==> src/rtl/ulk_pkg.sv <==
package ulk_pkg;

    typedef enum logic [1:0] {
        ULK_STOP   = 2'b00,
        ULK_DIRECT = 2'b01,
        ULK_NARROW = 2'b10,
        ULK_WIDE   = 2'b11
    } ulk_mode_e;

    typedef struct packed {
        logic windowed;
        logic sel_wide;
        logic direct;
    } ulk_ctrl_t;

    function automatic ulk_ctrl_t decode_mode(input ulk_mode_e m);
        ulk_ctrl_t c;
        c.windowed = (m == ULK_NARROW) || (m == ULK_WIDE);
        c.sel_wide = (m == ULK_WIDE);
        c.direct   = (m == ULK_DIRECT);
        return c;
    endfunction

endpackage

==> src/rtl/ulk_width_meter.sv <==
module ulk_width_meter
    import ulk_pkg::*;
#(
    parameter int NARROW_CYC = 69,
    parameter int WIDE_CYC   = 139
) (
    input  logic clk,
    input  logic rst,
    input  logic enable,
    input  logic sel_wide,
    input  logic phase_err,
    output logic over_width
);
    localparam int CW = $clog2(WIDE_CYC + 1);
    localparam logic [CW-1:0] LIM_N = CW'(NARROW_CYC);
    localparam logic [CW-1:0] LIM_W = CW'(WIDE_CYC);

    logic [CW-1:0] run_q;
    logic [CW-1:0] limit;

    always_comb begin
        limit      = sel_wide ? LIM_W : LIM_N;
        over_width = enable && phase_err && (run_q >= limit);
    end

    // Count consecutive high samples, saturating at the wide limit.
    always_ff @(posedge clk) begin
        if (rst || !enable || !phase_err) begin
            run_q <= '0;
        end else if (run_q < LIM_W) begin
            run_q <= run_q + 1'b1;
        end
    end
endmodule

==> src/rtl/ulk_stretch.sv <==
module ulk_stretch #(
    parameter int HOLD_TICKS = 2
) (
    input  logic clk,
    input  logic rst,
    input  logic enable,
    input  logic trigger,
    input  logic tick,
    output logic active
);
    localparam int HW = $clog2(HOLD_TICKS + 1);
    localparam logic [HW-1:0] RELOAD = HW'(HOLD_TICKS);

    logic [HW-1:0] left_q;

    always_ff @(posedge clk) begin
        if (rst || !enable) begin
            left_q <= '0;
        end else if (trigger) begin
            left_q <= RELOAD;
        end else if (tick && (left_q != '0)) begin
            left_q <= left_q - 1'b1;
        end
    end

    assign active = (left_q != '0);
endmodule

==> src/rtl/ulk_readback.sv <==
module ulk_readback (
    input  logic clk,
    input  logic rst,
    input  logic capture,
    input  logic unlocked,
    output logic lock_bit
);
    always_ff @(posedge clk) begin
        if (rst) begin
            lock_bit <= 1'b1;
        end else if (capture) begin
            lock_bit <= ~unlocked;
        end
    end
endmodule

==> src/rtl/ulk_detector.sv <==
module ulk_detector
    import ulk_pkg::*;
#(
    parameter int NARROW_CYC = 69,
    parameter int WIDE_CYC   = 139,
    parameter int HOLD_TICKS = 2
) (
    input  logic       clk,
    input  logic       rst,
    input  logic [1:0] mode,
    input  logic       phase_err,
    input  logic       ref_tick,
    input  logic       rd_start,
    output logic       unlock_flag,
    output logic       lock_bit
);
    ulk_ctrl_t ctrl;
    logic      over_width;
    logic      held;
    logic      direct_q;

    assign ctrl = decode_mode(ulk_mode_e'(mode));

    ulk_width_meter #(
        .NARROW_CYC(NARROW_CYC),
        .WIDE_CYC  (WIDE_CYC)
    ) u_meter (
        .clk       (clk),
        .rst       (rst),
        .enable    (ctrl.windowed),
        .sel_wide  (ctrl.sel_wide),
        .phase_err (phase_err),
        .over_width(over_width)
    );

    ulk_stretch #(
        .HOLD_TICKS(HOLD_TICKS)
    ) u_stretch (
        .clk    (clk),
        .rst    (rst),
        .enable (ctrl.windowed),
        .trigger(over_width),
        .tick   (ref_tick),
        .active (held)
    );

    always_ff @(posedge clk) begin
        if (rst || !ctrl.direct) begin
            direct_q <= 1'b0;
        end else begin
            direct_q <= phase_err;
        end
    end

    always_comb begin
        if (ctrl.windowed)    unlock_flag = held;
        else if (ctrl.direct) unlock_flag = direct_q;
        else                  unlock_flag = 1'b0;
    end

    ulk_readback u_rb (
        .clk     (clk),
        .rst     (rst),
        .capture (rd_start),
        .unlocked(unlock_flag),
        .lock_bit(lock_bit)
    );
endmodule

==> config.mk <==
export PLATFORM = sky130hd
export DESIGN_NAME = ulk_detector
export DESIGN_NICKNAME = d
export VERILOG_FILES = /design/src/rtl/ulk_pkg.sv /design/src/rtl/ulk_width_meter.sv /design/src/rtl/ulk_stretch.sv /design/src/rtl/ulk_readback.sv /design/src/rtl/ulk_detector.sv
export SDC_FILE = /design/constraint.sdc
export NUM_CORES = 1
export LEC_CHECK = 0
export BUFFER_PORTS_ARGS = -buffer_cell sky130_fd_sc_hd__buf_2
export CELL_PAD_IN_SITES_DETAIL_PLACEMENT = 1
export CELL_PAD_IN_SITES_GLOBAL_PLACEMENT = 1
export CORE_MARGIN = 1
export CORE_UTILIZATION = 43
export CTS_CLUSTER_DIAMETER = 100
export DETAILED_ROUTE_END_ITERATION = 8
export HOLD_SLACK_MARGIN = 0.02
export PLACE_DENSITY = 0.83
export SLEW_MARGIN = 40
export SYNTH_ARGS = -nofsm -noshare
export SYNTH_HDL_FRONTEND = slang
export SYNTH_SLANG_ARGS = --single-unit
export TNS_END_PERCENT = 5
==> constraint.sdc <==
create_clock -name clk -period 2.95 [get_ports clk]
set_clock_uncertainty 0.2 [all_clocks]
set_input_delay 0.1475 -clock clk [delete_from_list [all_inputs] [get_ports clk]]
set_output_delay 0.1475 -clock clk [all_outputs]
set_load 0.1 [all_outputs]
==> flow_summary.yaml <==
final_layout:
  n_antenna_cell: 0
  final_core_util: 0.576
  finalNonFillerCells: 103
  syn_to_final_growth_pct: 18.9
  drive_above_1_share: 0.227
  nets: 101
  fin_area_um2: 787
power_and_ir_drop:
  pwr-share-clk: 0.420
  p_int_mw: 0.248
  pwr-share-comb: 0.068
  p_seq_frac: 0.512
  p_leak_nw: 0.295
  total_power_mw: 0.320
  powerDensity_mw_per_mm2: 407
  peakVddDrop_mv: 0.300
  p_sw_frac: 0.227
  power_switching_mw: 0.0726
synthesis:
  syn_inst: 73
  async_flop_share: 0
  yosysUniqueCellTypes: 31
  synth.area.top_cells: "dfxtp_1, ha_1, nor2_1, a21oi_1, inv_1"
  postSynthAreaPerCell_um2: 9.07
  ys_ff_latch: 12
  synth_common_cells: "dfxtp_1, nor2_1, inv_1"
  yosysWarnings: 0
  yosys.area.top_type: "dfxtp_1"
  synth_edf_count: 0
  ys_seq_area_frac: 0.363
  synth_top_area_frac: 0.363
  synth_most_common_cell: "dfxtp_1"
  syn_nets: 85
  netlist_area_um2: 662
  yosys_most_used_dff: "dfxtp_1"
detailed_routing:
  vias: 577
  drt_iter0_markers: 8
  wl_per_cell_um: 15.9
  ant_nets: 0
  viasPerCell: 5.60
  dr.pass1.iters: 4
  drc: 0
  routed_wl_um: 1640
worst_setup_path:
  r2r-start: "u_meter.run_q[1]$_SDFFE_PP0N_"
  cp-end-kind: "output port"
  cp_max_fo: 2
  path_class: "reg -> out"
  worstPathRequired_ns: 2.60
  crit_path_max_incr_delay_ns: 0.46
  crit_start: "u_stretch.left_q[0]$_SDFFE_PP0P_"
  cp.arrival_ns: 1.56
  crit_path_start_kind: "flip-flop"
  crit_chain: "inv_1, ha_1, mux2i_1, buf_2"
  slowest_stage: "buf_2"
cts:
  cts_hold_buf: 3
  clock_path_buffers: 2
  clkSinkCount: 12
  cts_made_buffers: 3
  cts_max_level: 1
  clk-insertion-delay-late_ns: 0.27
  root_buffer: "clkbuf_4"
  cts.clk_slew.worst_paths_ns: 0.08
  cts_tree: "built"
  ctsResizeCount: 0
  postCtsSetupRepairBufs: 0
die:
  start_util: 0.484
  row_count: 13
  die_y_um: 41.2
  num_io_pins: 9
  die_w_um: 41.2
  die-area_mm2: 0.00170
  coreArea_mm2: 0.00137
global_route:
  grt_pass1_vias: 540
  gr-total-overflow: 0
  grt_pass1_wl_um: 2500
  grt_max_degree: 10
  antenna_found_initial: 0
  grt_usage: 0.228
timing:
  slew-limit-headroom: 0.673
  slew_viol_final: 0
  whs_ns: 0.0701
  finalCriticalPeriod_ns: 1.90
  setup_slack_ns: 1.05
  fin_crit_sh: 0.645
  setup_viol: 0
  max_freq_mhz: 525
  final_hold_viol_count: 0
  rsz0062_at_grt: "no"
  worstMarginPinSlew_ns: 0.493
  tns_ns: 0
place:
  gp_congestion: 0.694
  numPortBuffers: 8
  place_ws_ns: 1.20
  place_area_um2: 721
  hpwl_um: 1160
  placed_cells: 96
min_path:
  hold_start: "mode[1]"
  min_path_type: "in -> reg"
run_status:
  outcome: "complete, no violations"
run:
  drv_cap: 0
cells by family (layout without fill, tap and decap cells):
family                   after synthesis  in the layout  share of synthesized area
AO/OA/AOI/OAI                         15             15                      0.149
XOR/XNOR                               4              4                     0.0529
adder cells (fa/ha/maj)                5              5                     0.0945
buffers and inverters                  6             21                     0.0340
flip-flops                            12             12                      0.363
multiplexers                           3              3                     0.0529
AND/OR/NAND/NOR                       28             28                      0.253
state kept, by name (all words and copies together), names as in the netlist:
register          flops
direct_q              1
u_meter.run_q         8
u_rb.lock_bit         1
u_stretch.left_q      2
path summary, 6_finish.rpt:
path	to	slack [ns]	depth (start not counted)
max	unlock_flag	1.05	4
min	u_stretch.left_q[0]$_SDFFE_PP0P_	0.07	3
max reg2reg	u_stretch.left_q[0]$_SDFFE_PP0P_	1.25	5
min reg2reg	u_meter.run_q[6]$_SDFFE_PP0N_	0.36	2
placed cells by master (no fill, tap or decap), drive strengths merged:
| cell | n |
|---|---|
| dfxtp | 12 |
| nor2 | 10 |
| buf | 8 |
| inv | 6 |
| nand2 | 5 |
| a21oi | 5 |
| ha | 5 |
| o21ai | 4 |
| clkbuf | 4 |
| dlygate4sd3 | 3 |
| mux2i | 2 |
| or3 | 2 |
| xnor2 | 2 |
| xor2 | 2 |
| nor4b | 2 |
| nor3 | 2 |
| nand4b | 1 |
| nand3b | 1 |
| nand3 | 1 |
| or2 | 1 |
| nor2b | 1 |
| nand2b | 1 |
| o31ai | 1 |
| a221o | 1 |
| o2111ai | 1 |
| o211ai | 1 |
| a31o | 1 |
| nor3b | 1 |
| a21boi | 1 |
| mux2 | 1 |
worst max-delay path: cells and delay by family (launching register included):
kind,cells,cell delay (ns)
buffers and inverters,2,0.51
muxes,1,0.19
adders and majority gates,1,0.22
DFF,1,0.35
layer usage:
metal  routed length [um]  track usage  share of wire  vias up
li1                     -            -              -      287
met1                  767        0.302           0.47      278
met2                  812        0.387           0.50       10
met3                   45       0.0326          0.028        2
met4                   11       0.0484         0.0067        0
met5                    0            0              0        -
cell type report:
type	instances	area (um^2)
clock buffers	4	36.3
well taps	15	18.8
inverters	6	22.5
repair buffers	11	70.1
fillers	179	579
flip-flops and latches	12	240
multi-input cells	55	399
power by group through the flow:
stage,clock network (mW),logic (mW),registers [mW]
2_1_floorplan,0,0.00931,0.168
3_3_place_gp,0,0.0174,0.168
3_5_place_dp,0,0.0184,0.168
4_1_cts,0.137,0.0213,0.164
5_1_grt,0.145,0.0239,0.164
6_report,0.134,0.0217,0.164
Note: power is estimated with default switching activity, not from simulation.
